File: config.mk
export PLATFORM = sky130hd
export DESIGN_NAME = i2c_irq_unit
export DESIGN_NICKNAME = d
export VERILOG_FILES = /design/src/rtl/i2c_irq_pkg.sv /design/src/rtl/i2c_irq_status.sv /design/src/rtl/i2c_irq_softrst.sv /design/src/rtl/i2c_irq_unit.sv
export SDC_FILE = /design/constraint.sdc
export NUM_CORES = 1
export LEC_CHECK = 0
export BUFFER_PORTS_ARGS = -buffer_cell sky130_fd_sc_hd__buf_2
export CORE_MARGIN = 4
export CORE_UTILIZATION = 44
export CTS_CLUSTER_DIAMETER = 40
export DETAILED_ROUTE_END_ITERATION = 12
export GPL_TIMING_DRIVEN = 0
export PLACE_DENSITY = 0.76
export SKIP_CTS_REPAIR_TIMING = 1
export SYNTH_ARGS = -nofsm -noshare
export SYNTH_HDL_FRONTEND = slang
export SYNTH_SLANG_ARGS = --single-unit
File: constraint.sdc
create_clock -name clk -period 2.1 [get_ports clk]
set_input_delay 0.42 -clock clk [delete_from_list [all_inputs] [get_ports clk]]
set_output_delay 0.42 -clock clk [all_outputs]
set_load 0.01 [all_outputs]
File: src/rtl/i2c_irq_pkg.sv
package i2c_irq_pkg;

   // register byte offsets within the block
   localparam int unsigned OFS_GIE  = 32'h1C;
   localparam int unsigned OFS_STS  = 32'h20;
   localparam int unsigned OFS_IER  = 32'h28;
   localparam int unsigned OFS_SRST = 32'h40;

   // value that triggers the soft reset
   localparam logic [31:0] SRST_KEY = 32'h0000_000A;

   typedef enum logic [2:0] {
      SEL_NONE,
      SEL_GIE,
      SEL_STS,
      SEL_IER,
      SEL_SRST
   } reg_sel_e;

endpackage

File: src/rtl/i2c_irq_status.sv
module i2c_irq_status #(
   parameter int unsigned      N_SRC      = 8,
   parameter logic [N_SRC-1:0] LEVEL_MASK = '1
) (
   input  logic             clk,
   input  logic             rst_n,
   input  logic             flush_i,
   input  logic [N_SRC-1:0] src_i,
   input  logic [N_SRC-1:0] clr_i,
   output logic [N_SRC-1:0] sts_o
);

   if (N_SRC < 1) begin : g_bad_n
      $error("i2c_irq_status: N_SRC must be at least 1");
   end

   for (genvar i = 0; i < N_SRC; i++) begin : g_bit
      logic set_w;

      if (LEVEL_MASK[i]) begin : g_level
         assign set_w = src_i[i];


         level_reset_chk: assert property (@(posedge clk) disable iff (!rst_n)
            (src_i[i] && !clr_i[i] && !flush_i) |=> sts_o[i]);
      end else begin : g_edge
         logic prev_q;
         always_ff @(posedge clk or negedge rst_n) begin
            if (!rst_n) prev_q <= 1'b0;
            else        prev_q <= src_i[i];
         end
         assign set_w = src_i[i] & ~prev_q;


         edge_only_chk: assert property (@(posedge clk) disable iff (!rst_n)
            !src_i[i] |=> !$rose(sts_o[i]));
      end

      always_ff @(posedge clk or negedge rst_n) begin
         if (!rst_n)         sts_o[i] <= 1'b0;
         else if (flush_i)   sts_o[i] <= 1'b0;
         else if (clr_i[i])  sts_o[i] <= 1'b0;
         else if (set_w)     sts_o[i] <= 1'b1;
      end


      clear_wins_chk: assert property (@(posedge clk) disable iff (!rst_n)
         clr_i[i] |=> !sts_o[i]);
   end

endmodule

File: src/rtl/i2c_irq_softrst.sv
module i2c_irq_softrst #(
   parameter int unsigned      DW         = 32,
   parameter int unsigned      RST_CYCLES = 16,
   parameter logic [DW-1:0]    KEY        = DW'(32'hA)
) (
   input  logic          clk,
   input  logic          rst_n,
   input  logic          wr_i,
   input  logic [DW-1:0] wdata_i,
   output logic          accept_o,
   output logic          core_rst_o
);

   localparam int unsigned CW = $clog2(RST_CYCLES + 1);

   if (RST_CYCLES < 1) begin : g_bad_len
      $error("i2c_irq_softrst: RST_CYCLES must be at least 1");
   end

   logic [CW-1:0] cnt_q;

   assign core_rst_o = (cnt_q != '0);
   assign accept_o   = wr_i && (wdata_i == KEY) && !core_rst_o;

   always_ff @(posedge clk or negedge rst_n) begin
      if (!rst_n)          cnt_q <= '0;
      else if (accept_o)   cnt_q <= CW'(RST_CYCLES);
      else if (core_rst_o) cnt_q <= cnt_q - 1'b1;
   end

   // checker: length of each reset pulse
   logic [CW:0] run_len_q;
   always_ff @(posedge clk or negedge rst_n) begin
      if (!rst_n)          run_len_q <= '0;
      else if (core_rst_o) run_len_q <= run_len_q + 1'b1;
      else                 run_len_q <= '0;
   end


   pulse_len_chk: assert property (@(posedge clk) disable iff (!rst_n)
      $fell(core_rst_o) |-> (run_len_q == (CW+1)'(RST_CYCLES)));


   pulse_start_chk: assert property (@(posedge clk) disable iff (!rst_n)
      accept_o |=> core_rst_o);


   bad_key_chk: assert property (@(posedge clk) disable iff (!rst_n)
      (wr_i && wdata_i != KEY && !core_rst_o) |=> !core_rst_o);

endmodule

File: src/rtl/i2c_irq_unit.sv
module i2c_irq_unit
   import i2c_irq_pkg::*;
#(
   parameter int unsigned         NUM_SRC    = 8,
   parameter logic [NUM_SRC-1:0]  LEVEL_MASK = 8'h9C,
   parameter int unsigned         RST_CYCLES = 16,
   parameter int unsigned         AW         = 8,
   parameter int unsigned         DW         = 32
) (
   input  logic               clk,
   input  logic               rst_n,
   input  logic               bus_wr_i,
   input  logic [AW-1:0]      bus_addr_i,
   input  logic [DW-1:0]      bus_wdata_i,
   output logic [DW-1:0]      bus_rdata_o,
   input  logic [NUM_SRC-1:0] evt_i,
   output logic               irq_o,
   output logic               core_rst_o
);

   localparam int unsigned GIE_BIT = DW - 1;

   if (NUM_SRC < 1 || NUM_SRC > DW - 1) begin : g_bad_src
      $error("i2c_irq_unit: NUM_SRC must lie in 1..DW-1");
   end
   if (AW < 7) begin : g_bad_aw
      $error("i2c_irq_unit: AW too narrow for the register map");
   end
   if (DW < 32) begin : g_bad_dw
      $error("i2c_irq_unit: DW must be at least 32");
   end

   reg_sel_e sel;
   always_comb begin
      if      (bus_addr_i == AW'(OFS_GIE))  sel = SEL_GIE;
      else if (bus_addr_i == AW'(OFS_STS))  sel = SEL_STS;
      else if (bus_addr_i == AW'(OFS_IER))  sel = SEL_IER;
      else if (bus_addr_i == AW'(OFS_SRST)) sel = SEL_SRST;
      else                                  sel = SEL_NONE;
   end

   logic wr_gie, wr_sts, wr_ier, wr_srst;
   assign wr_gie  = bus_wr_i && (sel == SEL_GIE);
   assign wr_sts  = bus_wr_i && (sel == SEL_STS);
   assign wr_ier  = bus_wr_i && (sel == SEL_IER);
   assign wr_srst = bus_wr_i && (sel == SEL_SRST);

   logic               srst_accept;
   logic [NUM_SRC-1:0] sts;
   logic [NUM_SRC-1:0] sts_clr;
   logic [NUM_SRC-1:0] ier_q;
   logic               gie_q;

   assign sts_clr = wr_sts ? bus_wdata_i[NUM_SRC-1:0] : '0;

   i2c_irq_status #(
      .N_SRC      (NUM_SRC),
      .LEVEL_MASK (LEVEL_MASK)
   ) u_status (
      .clk     (clk),
      .rst_n   (rst_n),
      .flush_i (srst_accept),
      .src_i   (evt_i),
      .clr_i   (sts_clr),
      .sts_o   (sts)
   );

   i2c_irq_softrst #(
      .DW         (DW),
      .RST_CYCLES (RST_CYCLES),
      .KEY        (DW'(SRST_KEY))
   ) u_softrst (
      .clk        (clk),
      .rst_n      (rst_n),
      .wr_i       (wr_srst),
      .wdata_i    (bus_wdata_i),
      .accept_o   (srst_accept),
      .core_rst_o (core_rst_o)
   );

   always_ff @(posedge clk or negedge rst_n) begin
      if (!rst_n)           ier_q <= '0;
      else if (srst_accept) ier_q <= '0;
      else if (wr_ier)      ier_q <= bus_wdata_i[NUM_SRC-1:0];
   end

   always_ff @(posedge clk or negedge rst_n) begin
      if (!rst_n)           gie_q <= 1'b0;
      else if (srst_accept) gie_q <= 1'b0;
      else if (wr_gie)      gie_q <= bus_wdata_i[GIE_BIT];
   end

   always_comb begin
      bus_rdata_o = '0;
      unique case (sel)
         SEL_GIE: bus_rdata_o[GIE_BIT]     = gie_q;
         SEL_STS: bus_rdata_o[NUM_SRC-1:0] = sts;
         SEL_IER: bus_rdata_o[NUM_SRC-1:0] = ier_q;
         default: bus_rdata_o = '0;
      endcase
   end

   assign irq_o = gie_q & (|(sts & ier_q));


   irq_gate_chk: assert property (@(posedge clk) disable iff (!rst_n)
      !gie_q |-> !irq_o);


   irq_src_chk: assert property (@(posedge clk) disable iff (!rst_n)
      (sts == '0) |-> !irq_o);


   srst_flush_chk: assert property (@(posedge clk) disable iff (!rst_n)
      srst_accept |=> (sts == '0 && ier_q == '0 && !gie_q));


   srst_ignore_chk: assert property (@(posedge clk) disable iff (!rst_n)
      (wr_srst && !srst_accept) |=> ($stable(ier_q) && $stable(gie_q)));


   srst_read_chk: assert property (@(posedge clk) disable iff (!rst_n)
      (sel == SEL_SRST) |-> (bus_rdata_o == '0));

endmodule

### Yosys cells after proc, flatten, opt, wreduce, memory -nomap -nowiden

Cells that the tools add are included.

* register bits after elaboration: 26
* word-level logic and storage cells: 92

* bitwise operators: 10
* $add $sub $neg: 1
* reduce and logical (&&, ||, !) cells: 20
* multiplexer cells: 37
* equal/unequal tests: 9

Operators with widths (number)
* == test 32 x 4 -> 1 bit, second input constant: 1
* two-way mux 1 bit: 27
* two-way mux 8 bit: 3
* nonzero test 3 bit: 8
* == test 8 x 6 -> 1 bit, second input constant: 2
* one-hot mux 8 bit (2 select lines): 1
* two-way mux 3 bit: 4
* two-way mux 5 bit: 2
* AND 8 bit: 1
* == test 8 x 5 -> 1 bit, second input constant: 1
* == test 8 x 7 -> 1 bit, second input constant: 1
* OR reduction 8 bit: 1
* == test 3 x 2 -> 1 bit, second input constant: 2
* logical AND 1 bit: 6
* nonzero test 2 bit: 3
* AND 1 bit: 5
* nonzero test 5 bit: 1
* subtractor 5 x 1 -> 5 bit, second input constant: 1
* inverter 1 bit: 4
* == test 3 x 1 -> 1 bit, second input constant: 1
* == test 3 bit, second input constant: 1
* logical NOT 1 bit: 1

### Logic depth before layout (Yosys ltp)

* depth after elaboration: 10
* mapped depth: 8
* mapped depth without buffers: 7

### Hierarchy

A second synthesis with hierarchy kept.

* cell total of the unflattened synthesis: 179
* area, all modules: 1680.4 um2

Modules (own cells, without submodules)
* i2c_irq_unit: times used 1, sequential area each 225.2 um2, cells each 109, area each 922.1 um2
* i2c_irq_status: times used 1, sequential area each 300.3 um2, cells each 33, area each 416.6 um2
* i2c_irq_softrst: times used 1, sequential area each 125.1 um2, cells each 37, area each 341.6 um2

### Worst setup path before layout

No wires, ideal clock.

* kind: input port to output port
* start point: in bus_addr_i[4]
* end point: out bus_rdata_o[0]
* slack: 0.091 ns
* path buffers: 0
* arrival time: 1.589 ns
* cell stages on the path: 3
* data required time: 1.680 ns
* path through: or4b_4 -> nor4_4 -> a22o_1

* word-level cells in the longest chain between the ends: 7

Ends and longest elaborated chain
* start: declaration: RTL line i2c_irq_unit.sv:13 `input logic [AW-1:0] bus_addr_i,`
* == test 8 x 7 -> 1 bit: RTL line i2c_irq_unit.sv:38 `else if (bus_addr_i == AW'(OFS_SRST)) sel = SEL_SRST;`
* two-way mux 3 bit: RTL line i2c_irq_unit.sv:38
* two-way mux 3 bit: RTL line i2c_irq_unit.sv:37 `else if (bus_addr_i == AW'(OFS_IER)) sel = SEL_IER;`
* two-way mux 3 bit: RTL line i2c_irq_unit.sv:36 `else if (bus_addr_i == AW'(OFS_STS)) sel = SEL_STS;`
* two-way mux 3 bit *: RTL line i2c_irq_unit.sv:35 `if (bus_addr_i == AW'(OFS_GIE)) sel = SEL_GIE;`
* == test 3 x 2 -> 1 bit: RTL line i2c_irq_unit.sv:95 `unique case (sel)`
* one-hot mux 8 bit (2 select lines) *: RTL line i2c_irq_unit.sv:95
* end: declaration: RTL line i2c_irq_unit.sv:15 `output logic [DW-1:0] bus_rdata_o,`

Every way passes the cells marked *; elsewhere a longest branch is shown, timed or not.

### Worst setup path in the final report

* start point: in bus_addr_i[6]
* end point: out bus_rdata_o[6]

The elaborated chain is that of the path after synthesis.

==> qor.yml <==
period_minus_slack_ns: 2.14
finalHoldViolations: 0
grt_pass1_wl_um: 5430
die_area_sq_mm: 0.00456
fillCellCount: 289
synth_async_sr_flop_share: 1.00
cts_buffer_depth: 2
port_buffers: 61
synth_warnings: 0
cp.arrival_ns: 1.72
placed_area_sq_mm: 0.00200
drive_above_1_share: 0.411
max-slew-margin-rel: 0.383
start_util: 0.460
timing.fmax_mhz: 468
grt_overflow: 0
fin_skew_ns: 0.00499
synth_top_cell_by_area: "dfrtp_1"
dr_total_vias: 1369
cts_tree: "built"
fin_setup_tns_ns: -0.193
worstPathRequired_ns: 1.68
gp_congestion: 0.820
path_max_fanout: 6
synth_edf_count: 0
rrSetupSlack_ns: 0.41
p_leak_uw: 0.00112
tritoncts.num_buffers: 3
rr_worst_depth: 8
synthCells: 159
drt_iter0_markers: 67
maxSlewViolCount: 0
avgSynthCellArea_sq_um: 9.81
r2r_end: "u_status.sts_o[3]"
postRouteAntennaNets: 0
track_usage: 0.158
critical_path_buf_inv_count: 3
maxCapViolCount: 0
ys_seq_elements: 26
critPathCapture: "bus_rdata_o[6]"
clk_latency_ns: 0.32
clkSinkCount: 26
setup_viol_count_final: 7
p_per_area_mw_per_mm2: 435
status: "complete, but fails checks"
via_per_inst: 4.66
rows: 21
drtPass1Iterations: 4
stdcell_area_sq_mm: 0.00208
syn2layout_area_growth_pct: 33.7
cp-end-kind: "primary output"
setup_ws_ns: -0.0368
violations: "setup timing"
core_sq_mm: 0.00339
wirelength_um: 3630
ys_seq_area_frac: 0.417
fin_crit_sh: 1.02
synthTopCellsByCount: "dfrtp_1 (26), buf_4 (24), inv_1 (17)"
path_clk_slew_ns: 0.14
grt_antenna_before_repair: 0
final_nets: 302
netlist_top_cells_area: "dfrtp_1 (42%), buf_4 (12%), a22o_1 (4.5%)"
final_core_util: 0.615
rsz0062_at_grt: "yes"
crit_family: "simple AND/OR/NAND/NOR gates"
post-synth-top-count-cell: "dfrtp_1"
r2r-start: "u_softrst.cnt_q[0]"
multi_input_comb_area_sq_um: 711
vdd_ir_drop_max_mv: 0.181
seqCellArea_sq_um: 651
tightestPinTransition_ns: 0.918
yosys.area.top_type_share: 0.417
clock-root-buffer: "clkbuf_4"
worst_path_max_delay_cell: "or4b_4"
route.detailed.drc: 0
wl_per_cell_um: 12.3
max_stage_delay_ns: 0.57
critPathLaunch: "bus_addr_i[6]"
grt_pass1_vias: 1206
die_w_um: 67.5
worstSetupStartpointType: "input pin"
cp.depth: 6
crit_chain: "buf_6 -> or4b_4 -> nor4_4 -> buf_4 -> a22o_1 -> buf_2"
dp_hpwl_um: 2980
yosysUniqueCellTypes: 34
ios: 85
antenna_cells: 0
netlist_area_sq_mm: 0.00156
path_class: "input pin to primary output"
total_power_uw: 906
grt_max_degree: 27
ys.flop_type: "dfrtp_1"
place_ws_ns: -0.309
htreeDepth: 1
die-height_um: 67.5
hold_class: "input pin to async pin"
[power breakdown]
group | switching, uW | internal, uW
Combinational | 76.4 | 86.8
Sequential | 11.8 | 519
Clock | 146 | 67.2
Total | 234 | 673
[through the flow]
| stage | hold slack, ns | cells |
|---|---|---|
| after floorplan | 0.124 | 181 |
| after CTS | 0.0897 | 291 |
| after global placement | 0.447 | 288 |
| after global routing | 0.115 | 294 |
| final | 0.0651 | 294 |
| after detailed placement | 0.449 | 288 |
[cell usage in the layout, fill, tap and decap left out, drive strengths merged]
| cell | count |
|---|---|
| buf | 91 |
| dfrtp | 26 |
| conb | 23 |
| inv | 17 |
| nand2 | 13 |
| nor2 | 12 |
| a22o | 8 |
| a211oi | 8 |
| o31ai | 8 |
| nor4 | 8 |
| a22oi | 4 |
| a21oi | 4 |
| nor4b | 3 |
| clkbuf | 3 |
| nand4 | 2 |
| nor3 | 2 |
| mux2i | 2 |
| or4b | 1 |
| or4 | 1 |
| nand2b | 1 |
| a41oi | 1 |
| nand3b | 1 |
| nor4bb | 1 |
| and3 | 1 |
| a21o | 1 |
| and2 | 1 |
| xor2 | 1 |
| o22ai | 1 |
| or3 | 1 |
| o21ai | 1 |
| ha | 1 |
[sequential cells by signal, indices dropped and copies added, names as in the netlist]
signal / flops
u_softrst.cnt_q: 5
u_status.g_bit.g_edge.prev_q: 4
ier_q: 8
u_status.sts_o: 8
gie_q: 1
[per-layer routing]
layer | vias up | GRT usage | wire, um
met4 | 0 | 0.0658 | 46
li1 | 705 | - | -
met1 | 596 | 0.219 | 1600
met5 | - | 0 | 0
met2 | 64 | 0.239 | 1650
met3 | 4 | 0.0283 | 330
[how the worst min path moves through the flow]
stage | end | depth (start not counted)
2_1_floorplan | gie_q | 0
4_1_cts | u_status.sts_o[1] | 1
5_1_grt | u_status.sts_o[1] | 1
3_3_place_gp | u_status.g_bit[1].g_edge.prev_q | 1
6_report | u_status.g_bit[6].g_edge.prev_q | 1
3_5_place_dp | u_status.sts_o[1] | 1
[cell type report]
cell class / count / share of cell area
clock buffers: 3 / 0.0108
flip-flops and latches: 26 / 0.312
well taps: 46 / 0.0276
multi-input cells: 111 / 0.341
plain buffers: 27 / 0.109
repair buffers: 64 / 0.169
inverters: 17 / 0.0306
[kinds of logic after synthesis]
logic type / after synthesis / share of synthesized area
AO/OA/AOI/OAI: 36 / 0.172
XOR/XNOR: 1 / 0.00562
adder cells (fa/ha/maj): 1 / 0.00802
buffers and inverters: 44 / 0.186
flip-flops: 26 / 0.417
multiplexers: 2 / 0.0128
other: 1 / 0.00241
AND/OR/NAND/NOR: 48 / 0.196
Power figures use the tool's default switching activity.
